[config.mk]
export PLATFORM = sky130hd
export DESIGN_NAME = clkdiv_pwrsave
export DESIGN_NICKNAME = d
export VERILOG_FILES = /design/src/rtl/clkdiv_pwrsave.sv
export SDC_FILE = /design/constraint.sdc
export NUM_CORES = 1
export LEC_CHECK = 0
export ABC_AREA = 1
export BUFFER_PORTS_ARGS = -buffer_cell sky130_fd_sc_hd__buf_4
export CAP_MARGIN = 20
export CORE_AREA = 2 2 65 67
export DETAILED_ROUTE_END_ITERATION = 16
export DIE_AREA = 0 0 67 69
export HOLD_SLACK_MARGIN = 0.02
export RECOVER_POWER = 100
export SLEW_MARGIN = 20
export SYNTH_ARGS = -nofsm -noshare
export SYNTH_HDL_FRONTEND = slang
export SYNTH_SLANG_ARGS = --single-unit
[constraint.sdc]
create_clock -name clk_src -period 2.11 [get_ports clk_src]
set_clock_uncertainty 0.15 [all_clocks]
set_input_delay 0.422 -clock clk_src [delete_from_list [all_inputs] [get_ports clk_src]]
set_output_delay 0.422 -clock clk_src [all_outputs]
set_load 0.05 [all_outputs]
[src/rtl/clkdiv_pwrsave.sv]
module clkdiv_pwrsave #(
  parameter int NACT        = 12,
  parameter int SYNC_STAGES = 2,
  parameter int PS_SHIFT    = 8
) (
  input  logic            clk_src,
  input  logic            rst_n,
  input  logic            wr_en,
  input  logic [1:0]      wr_div,
  input  logic            wr_psave,
  input  logic            wr_swb,
  input  logic [NACT-1:0] activity,
  output logic            clk_en,
  output logic [1:0]      rd_div,
  output logic            rd_psave,
  output logic            rd_swb
);
  localparam int CW = (PS_SHIFT < 4) ? 4 : PS_SHIFT;

  logic [SYNC_STAGES-1:0][NACT-1:0] sync_q;
  logic          act_any;
  logic          ps_q, ps_d, swb_q, swb_d;
  logic [1:0]    div_q, div_d;
  logic [CW-1:0] cnt_q, lim_q, nxt_lim;

  always_ff @(posedge clk_src or negedge rst_n) begin
    if (!rst_n) begin
      sync_q <= '0;
    end else begin
      sync_q[0] <= activity;
      for (int i = 1; i < SYNC_STAGES; i++) sync_q[i] <= sync_q[i-1];
    end
  end

  assign act_any = |sync_q[SYNC_STAGES-1];

  always_comb begin
    ps_d  = ps_q;
    swb_d = swb_q;
    div_d = div_q;
    if (wr_en) begin
      swb_d = wr_swb;
      ps_d  = wr_psave & ~(wr_swb & act_any);
      div_d = wr_div;
    end else if (swb_q & ps_q & act_any) begin
      ps_d = 1'b0;
    end
    if (ps_q & ~ps_d) div_d = 2'b00;
  end

  always_ff @(posedge clk_src or negedge rst_n) begin
    if (!rst_n) begin
      ps_q  <= 1'b0;
      swb_q <= 1'b0;
      div_q <= 2'b00;
    end else begin
      ps_q  <= ps_d;
      swb_q <= swb_d;
      div_q <= div_d;
    end
  end

  assign nxt_lim = ps_q ? {CW{1'b1}} : ((CW'(1) << div_q) - CW'(1));
  assign clk_en  = (cnt_q == lim_q);

  always_ff @(posedge clk_src or negedge rst_n) begin
    if (!rst_n) begin
      cnt_q <= '0;
      lim_q <= '0;
    end else if (clk_en) begin
      cnt_q <= '0;
      lim_q <= nxt_lim;
    end else begin
      cnt_q <= cnt_q + CW'(1);
    end
  end

  assign rd_div   = div_q;
  assign rd_psave = ps_q;
  assign rd_swb   = swb_q;
endmodule

=== Word level (Yosys, flattened, before mapping) ===
Cells that the tools add are included.

* Output and inout bits: 5
* Bits in registers: 44
* Bits of input ports: 19
* Logic and storage cells: 26

* Reduce and logical (&&, ||, !) cells: 2
* Bitwise logic cells: 7
* Shift operators: 1
* Mux-type cells: 6
* Eq/ne operators: 1
* $add $sub $neg: 2

{| class="wikitable"
|+ Operators with widths
! operator !! number
|-
| $mux W8 || 2
|-
| $reduce_or A12 Y1 || 1
|-
| $add A8 B1 Y8 const B || 1
|-
| $eq A8 B8 Y1 || 1
|-
| $shl A1 B2 Y8 const A || 1
|-
| $sub A8 B1 Y8 const B || 1
|-
| $and A1 B1 Y1 || 5
|-
| $mux W2 || 2
|-
| $mux W1 || 2
|-
| $not A1 Y1 || 2
|-
| $reduce_bool A2 Y1 || 1
|}

=== Logic depth before layout (Yosys ltp) ===
Gate-level depths: netlist (run 1).

* Depth in word-level cells: 8
* Mapped depth: 8
* Mapped depth without buffers: 8

=== Worst setup path before layout (run 1) ===
Ideal clock, no wire load.

* Kind: register to output
* Start point: register cnt_q[0]
* End point: output clk_en
* Data arrival time: 1.099 ns
* Required time: 1.538 ns
* Stages on the path, launching flop included: 6
* Slack: 0.439 ns
* Buffers on the path: 0
* Path through: dfrtp_1 > xnor2_1 > nand2_1 > nor2_4 > nand2_8 > inv_8

* Longest elaborated chain between the ends: 1

{| class="wikitable"
|+ Ends and longest elaborated chain
! what !! RTL line !! RTL
|-
| start, declared || 24 || <nowiki>logic [CW-1:0] cnt_q, lim_q, nxt_lim;</nowiki>
|-
| start signal, assigned || 74 || <nowiki>cnt_q <= cnt_q + CW'(1);</nowiki>
|-
| $eq A8 B8 Y1 || 64 || <nowiki>assign clk_en = (cnt_q == lim_q);</nowiki>
|-
| end, declared || 13 || <nowiki>output logic clk_en,</nowiki>
|}

Every way passes these cells.

=== Worst setup path after layout (run 1) ===
* Start point: register lim_q[0]
* End point: output clk_en

* Longest elaborated chain between the ends: 1

{| class="wikitable"
|+ Ends and longest elaborated chain
! what !! RTL line !! RTL
|-
| start, declared || 24 ||
|-
| start signal, assigned || 72 || <nowiki>lim_q <= nxt_lim;</nowiki>
|-
| $eq A8 B8 Y1 || 64 ||
|}

Every way passes these cells.

==> metrics.md, run 1 <==
| Metric | Value |
|---|---|
| Global route overflow | 0 |
| HP Class | in -> reg |
| Setup Crit Path Kind | reg -> out |
| Area growth syn-to-layout | 26.1% |
| Max Clk Rate | 0.492 GHz |
| 1st-iter DRT viols | 40 |
| Syn Nets | 180 |
| Outcome | finished, final reports clean |
| Die Span X | 67 µm |
| Period utilization | 0.964 |
| Met1 usage | 0.151 |
| R2R Setup Slk | 0.46 ns |
| Fin crit period | 2.03 ns |
| RSZ-0062 raised after global routing | no |
| Startpoint types | flop |
| Synth cell count leaders | nand2_1, dfrtp_1, nor2_1, inv_1, nand3_1 |
| Most common cell in the netlist | nand2_1 |
| CP Capture Type | output port |
| Lkg Pwr | 1.05 nW |
| Synth Warn # | 0 |
| Root buf cell | clkbuf_8 |
| Worst r2r src | lim_q[0] |
| Total power | 0.00225 W |
| Fin. Hold Viols | 0 |
| Reg2reg end | cnt_q[1] |
| Io pins | 24 |
| Relative slew margins | 0.327 |
| Power density over the cells | 1060 nW/µm² |
| DIE AREA | 4620 µm² |
| Later-pin clock latency in the skew report | 0.29 ns |
| Max cap viols | 0 |
| Cells after Synth | 158 |
| Launch point of the critical path | lim_q[0] |
| Core Area | 3910 µm² |
| Critical Path AT | 1.46 ns |
| Routed wire per std cell | 10.9 µm |
| Starting Density | 0.433 |
| M3 GR Usage | 0.0392 |
| N_diodes | 0 |
| TNS Setup | 0 ns |
| Maximum vdd drop | 0.566 mV |
| Port bufs | 23 |
| Cts bufs inserted | 5 |
| Die Span Y | 69 µm |
| Clock Path Buffers | 2 |
| Grt met2 use | 0.241 |
| Yosys reg bits | 43 |
| Worst hold start | activity[7] |
| Initial antenna violation count | 0 |
| Final wirelength | 2.74 mm |
| Final ANT Viol Nets | 0 |
| CTS Sinks | 43 |
| Final core utilization | 0.546 |
| Crit Path Max Fanout | 6 |
| Depth of the CTS H-tree | 2 |
| Global-route wire length before repair | 4.79 mm |
| Post-synth EDFFs | 0 |
| Most Crowded Layer GR | met2 |
| Tightest Pin Transition | 1.01 ns |
| DR vias | 1123 |
| Drt first pass iters | 4 |
| Synth Area per Inst | 10.7 µm² |
| Max-slew violation count | 0 |
| TritonCTS clock tree | done |
| Final HPWL DP | 1.96 mm |
| Area leader, netlist | dfrtp_1 |
| Clk slew on worst S/H paths | 0.08 ns |
| Synth top area share | 0.635 |
| Final setup fails | 0 |
| Tot GR Track Use | 0.142 |
| Synthesized area | 1690 µm² |
| Required @ worst endpoint | 1.54 ns |
| # rows | 23 |
| Vias in the first global route | 1157 |
| Sequential area share after synthesis | 0.635 |
| Worst setup path end | clk_en |
| Main flop type after synthesis | dfrtp_1 |
| Vias per inst | 4.47 |
| Post-layout net count | 222 |
| Top cells by area, synth | dfrtp_1, nand2_1, xnor2_1 |
| Ratio of cells with drive above 1 in the final layout | 0.264 |
| Residual DRC | 0 |
| Register-to-Register Path Depth | 7 |
| Yosys cell types | 23 |
| Largest net degree at the start of global routing | 44 |
| Post-synth ARST share | 1.00 |
| GP Congestion | 0.798 |
[flip-flops by register name (all words and copies together) (netlist names)]
register and count:
rd_swb 1, lim_q 7, sync_q 24, cnt_q 8, rd_div 2, rd_psave 1
[timing repair]
action,in CTS,in global routing
gates resized for setup,1,3
pin swaps,3,4
setup buffers,6,6
setup endpoints to repair,1,1
cloned,0,0
hold buffers,1,0
hold endpoints to repair,43,0
[metrics by stage]
| step | setup WS, ns | hold slack [ns] | cells | cell area, µm² |
|---|---|---|---|---|
| after CTS | 0.00779 | 0.0678 | 245 | 2100 |
| after global routing | 0.00738 | 0.0791 | 251 | 2140 |
| after floorplan | 0.439 | -0.0236 | 158 | 1690 |
| after global placement | 0.232 | 0.182 | 230 | 1920 |
| final | 0.0768 | 0.101 | 251 | 2140 |
| after detailed placement | 0.151 | 0.185 | 230 | 1920 |
[area by class of cell]
| class | instances | area (µm²) |
|---|---|---|
| Fill cell | 343 | 1780 |
| Sequential cell | 43 | 1080 |
| Multi-Input combinational cell | 100 | 553 |
| Timing Repair Buffer | 36 | 264 |
| Clock buffer | 5 | 68.8 |
| Inverter | 14 | 65.1 |
| Tap cell | 50 | 62.6 |
| Clock inverter | 3 | 47.5 |
[critical path, cell delays in order (launching register included)]
cell and delay [ns]:
dfrtp_1 0.41, xnor2_1 0.18, nand2_1 0.11, nor2_4 0.18
nand2_8 0.09, clkinv_8 0.06, buf_12 0.12
[routing by layer]
layer,vias to the layer above,share of wire
met1,530,0.39
li1,568,-
met4,0,0.026
met3,8,0.035
met2,17,0.55
met5,-,0
[cells in the final DEF, fill, tap and decap left out]
| master | n |
|---|---|
| buf_4 | 12 |
| and2_0 | 1 |
| a21oi_1 | 4 |
| inv_6 | 1 |
| nand4_4 | 1 |
| buf_12 | 1 |
| inv_2 | 1 |
| dlygate4sd3_1 | 1 |
| clkbuf_4 | 16 |
| nand2_8 | 1 |
| bufinv_16 | 1 |
| inv_1 | 12 |
| nor3_1 | 1 |
| xnor2_1 | 6 |
| clkinv_8 | 1 |
| nor2_4 | 1 |
| o21bai_1 | 1 |
| o21ai_0 | 1 |
| nor2_1 | 13 |
| clkinv_4 | 1 |
| or2_2 | 1 |
| clkbuf_8 | 5 |
| nor2_2 | 7 |
| nand2_2 | 1 |
| xor2_1 | 3 |
| nand2_1 | 44 |
| ha_1 | 3 |
| clkbuf_2 | 1 |
| nor2_8 | 1 |
| nand3_1 | 10 |
| dfrtp_1 | 43 |
| clkbuf_1 | 5 |
[worst min path at each step]
stage | slack, ns | endpoint | cells past startpoint
3_3_place_gp | 0.18 | sync_q[15] | 0
2_1_floorplan | -0.02 | cnt_q[0] | 0
5_1_grt | 0.08 | sync_q[4] | 1
4_1_cts | 0.07 | sync_q[7] | 1
6_report | 0.10 | sync_q[7] | 1
3_5_place_dp | 0.18 | sync_q[21] | 0
[report_power, final]
group / switching [W] / internal, W / total [W]
clock network: 0.000281 / 0.000358 / 0.000640
logic: 0.000302 / 0.000244 / 0.000546
registers: 0.000113 / 0.000956 / 0.00107
total: 0.000696 / 0.00156 / 0.00225
[cell families (layout without fill, tap and decap cells)]
logic type	after synthesis	count (layout)	share of synthesized area
XOR/XNOR	9	9	0.0465
flip-flops	43	43	0.635
AO/OA/AOI/OAI	6	6	0.0192
buffers and inverters	15	58	0.0384
AND/OR/NAND/NOR	82	82	0.239
adder cells (fa/ha/maj)	3	3	0.0222
Note: power is estimated with default switching activity, not from simulation.
==> inputs of run 2 (changes only) <==
Settings changed: CAP_MARGIN 20 to unset, CORE_AREA 2 2 65 67 to 2 2 68 54, DIE_AREA 0 0 67 69 to 0 0 70 56, PLACE_DENSITY set to 0.74.
==> run 2 against run 1 <==
Compared with the run above: sequential power is essentially flat; sequential cell count is the same; combinational power grew 3%; non-clock buffer count grew 2; sequential share of layout area grew 0.21 points; total power shrank 4.9%; register-to-register slack gained 0.05 ns; first-iteration DRC count grew 45%; largest power group unchanged; highest routed layer unchanged.
==> metrics.md, run 2 (synthesized netlist as in run 1, its figures left out) <==
| Metric | Value |
|---|---|
| Residual DRC | 0 |
| Port bufs | 23 |
| Max Clk Rate | 0.483 GHz |
| Setup Crit Path Kind | reg -> out |
| Slowest cell delay on critical path | 0.44 ns |
| Final HPWL DP | 2.09 mm |
| Most Crowded Layer GR | met2 |
| Tightest Pin Transition | 1.02 ns |
| Vias per inst | 4.86 |
| Max-slew violation count | 0 |
| Drt first pass iters | 4 |
| Period utilization | 0.982 |
| Startpoint types | flop |
| Clock Path Buffers | 2 |
| Most flops, register | sync_q |
| Post-layout net count | 224 |
| Largest net degree at the start of global routing | 44 |
| # rows | 18 |
| Critical Path AT | 1.50 ns |
| Initial antenna violation count | 0 |
| CP max-delay cell | dfrtp_1 |
| Ratio of cells with drive above 1 in the final layout | 0.297 |
| Worst setup margin | 0.0382 ns |
| Grt met2 use | 0.278 |
| Crit path buf inv count | 2 |
| RSZ-0062 raised after global routing | yes |
| Area growth syn-to-layout | 25.8% |
| Fin crit period | 2.07 ns |
| Fin. Hold Viols | 0 |
| CP Capture Type | output port |
| Maximum vdd drop | 0.506 mV |
| GP Congestion | 0.853 |
| CTS Sinks | 43 |
| Kind of cell adding the most delay to the critical path | flip-flops |
| Required @ worst endpoint | 1.54 ns |
| Cts bufs inserted | 5 |
| Commonest non-fill, non-tap cell in the layout | nand2_1 |
| Global route overflow | 0 |
| CP Cell Sequence | xnor2_1, nand2_1, nor2_4, nand2_8, clkinv_8, buf_12 |
| Routed wire per std cell | 12.6 µm |
| Pre-CTS setup slack | 0.188 ns |
| Most frequent cells in the layout | nand2_1, dfrtp_1, buf_4, nor2_1 |
| Starting Density | 0.530 |
| Max FFs per register | 24 |
| Final hold slack | 0.110 ns |
| Depth of the CTS H-tree | 2 |
| Tot GR Track Use | 0.168 |
| Final ANT Viol Nets | 0 |
| N_diodes | 0 |
| Final wirelength | 3.05 mm |
| Later-pin clock latency in the skew report | 0.28 ns |
| DR vias | 1175 |
| Crit Path Max Fanout | 7 |
| Lkg Pwr | 1.07 nW |
| DIE AREA | 3920 µm² |
| Cells after DPL | 220 |
| Die Span X | 70 µm |
| Top Registers | sync_q x24, cnt_q x8, lim_q x7 |
| Die Span Y | 56 µm |
| Global-route wire length before repair | 5.15 mm |
| M3 GR Usage | 0.0525 |
| R2R Setup Slk | 0.51 ns |
| Power density over the cells | 1010 nW/µm² |
| Met1 usage | 0.204 |
| TritonCTS clock tree | done |
| Relative slew margins | 0.321 |
| Root buf cell | clkbuf_8 |
| Io pins | 24 |
| Core Area | 3200 µm² |
| 1st-iter DRT viols | 58 |
| HP Class | in -> reg |
| Outcome | finished, final reports clean |
| Max cap viols | 0 |
| Vias in the first global route | 1191 |
| Final setup fails | 0 |
| Final Non-Filler Cells | 242 |
| Clk slew on worst S/H paths | 0.07 ns |
==> run 2: cell count changes in the layout (fill, tap and decap cells not counted) <==
cell,previous run,this run
clkbuf_4,16,12
bufinv_16,1,0
clkinv_4,1,0
clkbuf_8,5,6
dfrtp_2,0,1
clkbuf_1,5,0
buf_4,12,23
dfrtp_1,43,42
inv_6,1,0
clkinv_2,0,1
==> run 2: where the power goes <==
group / internal, W / switching [W] / leakage (nW)
registers: 0.000959 / 0.000117 / 0.503
logic: 0.000249 / 0.000313 / 0.516
clock network: 0.000256 / 0.000249 / 0.0470
==> run 2: layout make-up <==
class,instances,area [µm²]
sequential,43,1080
clock buffer,6,82.6
multi-input combinational,100,553
timing repair buffer,38,298
fill,230,1070
tap,40,50.0
inverter,14,65.1
clock inverter,1,5.00
==> run 2: worst paths after layout <==
kind                              end  cells past startpoint        start
max                            clk_en                      6     cnt_q[0]
min                         sync_q[8]                      1  activity[8]
max reg2reg                  cnt_q[5]                      8     cnt_q[0]
min reg2reg                sync_q[14]                      0    sync_q[2]
max in group asynchronous    cnt_q[3]                      2        rst_n
min in group asynchronous   sync_q[9]                      2        rst_n
==> run 2: per-stage QoR <==
stage,util,total power [W],setup TNS (ns),cell area [µm²]
after floorplan,-,0.00145,0,1690
after global placement,0.598,0.00157,0,1910
after detailed placement,0.598,0.00159,0,1910
after CTS,0.640,0.00214,0,2050
after global routing,0.666,0.00228,-0.0428,2130
final,0.666,0.00215,0,2130
==> run 2: what timing repair did <==
action                     4_1_cts  5_1_grt
setup endpoints to repair        1        1
resized for setup                2        3
hold endpoints to repair        43        0
pin swaps                        2        3
setup buffers                    4       10
hold buffers                     1        0
gates cloned                     0        0
==> run 2: per-layer routing <==
| metal | vias to the layer above | part of all wire |
|---|---|---|
| met4 | 0 | 0.012 |
| met5 | - | 0 |
| met1 | 566 | 0.42 |
| met3 | 4 | 0.043 |
| met2 | 32 | 0.52 |
| li1 | 573 | - |
==> inputs of run 3 (changes only) <==
Settings changed: CORE_AREA 2 2 68 54 to 2 2 70 52, DIE_AREA 0 0 70 56 to 0 0 72 54, GPL_TIMING_DRIVEN set to 0.
==> run 3 against run 2 <==
Compared with the run above: register-to-register slack improved by 0.02 ns; core utilization decreased by 1.4 points; worst hold slack got worse by 0.0036 ns; sequential cell count unchanged.
==> metrics.md, run 3 (synthesized netlist as in run 1, its figures left out) <==
| Metric | Value |
|---|---|
| Die Span X | 72 µm |
| Critical Path AT | 1.45 ns |
| Relative slew margins | 0.319 |
| RSZ-0062 raised after global routing | yes |
| Slowest cell delay on critical path | 0.42 ns |
| Die Span Y | 54 µm |
| Residual DRC | 0 |
| Fin crit period | 2.02 ns |
| 1st-iter DRT viols | 93 |
| Post-layout net count | 223 |
| Starting Density | 0.512 |
| GP Congestion | 0.730 |
| Most flops, register | sync_q |
| Lkg Pwr | 1.07 nW |
| # rows | 18 |
| Cts bufs inserted | 5 |
| Final ANT Viol Nets | 0 |
| CTS Sinks | 43 |
| Global-route wire length before repair | 4.77 mm |
| TritonCTS clock tree | done |
| Final setup fails | 0 |
| Max Clk Rate | 0.494 GHz |
| Tightest Pin Transition | 1.02 ns |
| Core Area | 3310 µm² |
| Depth of the CTS H-tree | 2 |
| Required @ worst endpoint | 1.54 ns |
| Setup Crit Path Kind | reg -> out |
| Ratio of cells with drive above 1 in the final layout | 0.282 |
| CP Cell Sequence | xnor2_1, nand2_1, nor2_4, nand2_8, clkinv_8, buf_12 |
| Tot GR Track Use | 0.169 |
| Period utilization | 0.960 |
| Vias per inst | 4.68 |
| Io pins | 24 |
| Pre-CTS setup slack | 0.191 ns |
| Outcome | finished, final reports clean |
| Root buf cell | clkbuf_8 |
| Final HPWL DP | 1.96 mm |
| Later-pin clock latency in the skew report | 0.28 ns |
| Routed wire per std cell | 11.9 µm |
| Max-slew violation count | 0 |
| Area growth syn-to-layout | 27.5% |
| Max cap viols | 0 |
| Clk slew on worst S/H paths | 0.08 ns |
| N_diodes | 0 |
| Startpoint types | flop |
| Most frequent cells in the layout | nand2_1, dfrtp_1, buf_4, nor2_1 |
| Top Registers | sync_q x24, cnt_q x8, lim_q x7 |
| Vias in the first global route | 1078 |
| Crit Path Max Fanout | 6 |
| Power density over the cells | 1080 nW/µm² |
| HP Class | in -> reg |
| Commonest non-fill, non-tap cell in the layout | nand2_1 |
| Largest net degree at the start of global routing | 44 |
| Fin. Hold Viols | 0 |
| DIE AREA | 3890 µm² |
| Global route overflow | 0 |
| Final wirelength | 2.89 mm |
| Worst setup margin | 0.0853 ns |
| DR vias | 1132 |
| Maximum vdd drop | 0.570 mV |
| Clock Path Buffers | 2 |
| CP Capture Type | output port |
| Drt first pass iters | 4 |
| Port bufs | 22 |
| Initial antenna violation count | 0 |
| Total power | 0.00233 W |
| Max FFs per register | 24 |
| CP max-delay cell | dfrtp_1 |
[run 3: power by group]
group          total (W)  switching [W]  internal (W)
sequential       0.00108       0.000121      0.000956
combinational   0.000511       0.000281      0.000230
clock           0.000742       0.000271      0.000472
[run 3: metal layers]
| layer | vias to the layer above | global-route usage | wire length, µm |
|---|---|---|---|
| met5 | - | 0 | 0 |
| met4 | 0 | 0.0755 | 33 |
| met3 | 2 | 0.0524 | 96 |
| met2 | 14 | 0.281 | 1420 |
| met1 | 546 | 0.208 | 1340 |
| li1 | 570 | - | - |
[run 3: layout make-up]
type / count / area, µm²
clock buffer: 5 / 68.8
clock inverter: 3 / 67.6
inverter: 14 / 65.1
buffer: 1 / 5.00
fill: 257 / 1150
sequential: 43 / 1080
timing repair buffer: 36 / 275
multi-input combinational: 100 / 553
tap: 40 / 50.0
[run 3: repair_timing]
item	CTS	global route
gates resized for setup	1	3
endpoints found under the setup margin	1	1
pin swaps	2	4
hold buffers	1	0
setup buffers	3	10
hold endpoints to repair	43	0
[run 3: worst paths after layout]
kind	depth (start not counted)	start	slack [ns]	to
min in group asynchronous	2	rst_n	0.70	cnt_q[2]
worst max register to register	8	cnt_q[1]	0.53	cnt_q[4]
worst min register to register	0	sync_q[10]	0.20	sync_q[22]
worst min-delay path	1	activity[2]	0.11	sync_q[2]
worst max-delay path	6	cnt_q[1]	0.09	clk_en
max in group asynchronous	2	rst_n	0.49	cnt_q[5]
[run 3: metrics by stage]
stage	std cells	util	TNS, ns	instance area, µm²	hold WS, ns
after global placement	220	0.577	0	1910	0.183
after floorplan	158	-	0	1690	-0.0236
final	242	0.653	0	2160	0.107
after global routing	242	0.653	-0.0227	2160	0.0896
after CTS	232	0.629	0	2080	0.0749
after detailed placement	220	0.577	0	1910	0.185
[run 3: critical path, delay by kind of cell (launching register included)]
family | cells | cell delay [ns]
DFF | 1 | 0.42
and+or+nand+nor | 3 | 0.39
buffers and inverters | 2 | 0.19
xor gates and xnor gates | 1 | 0.16
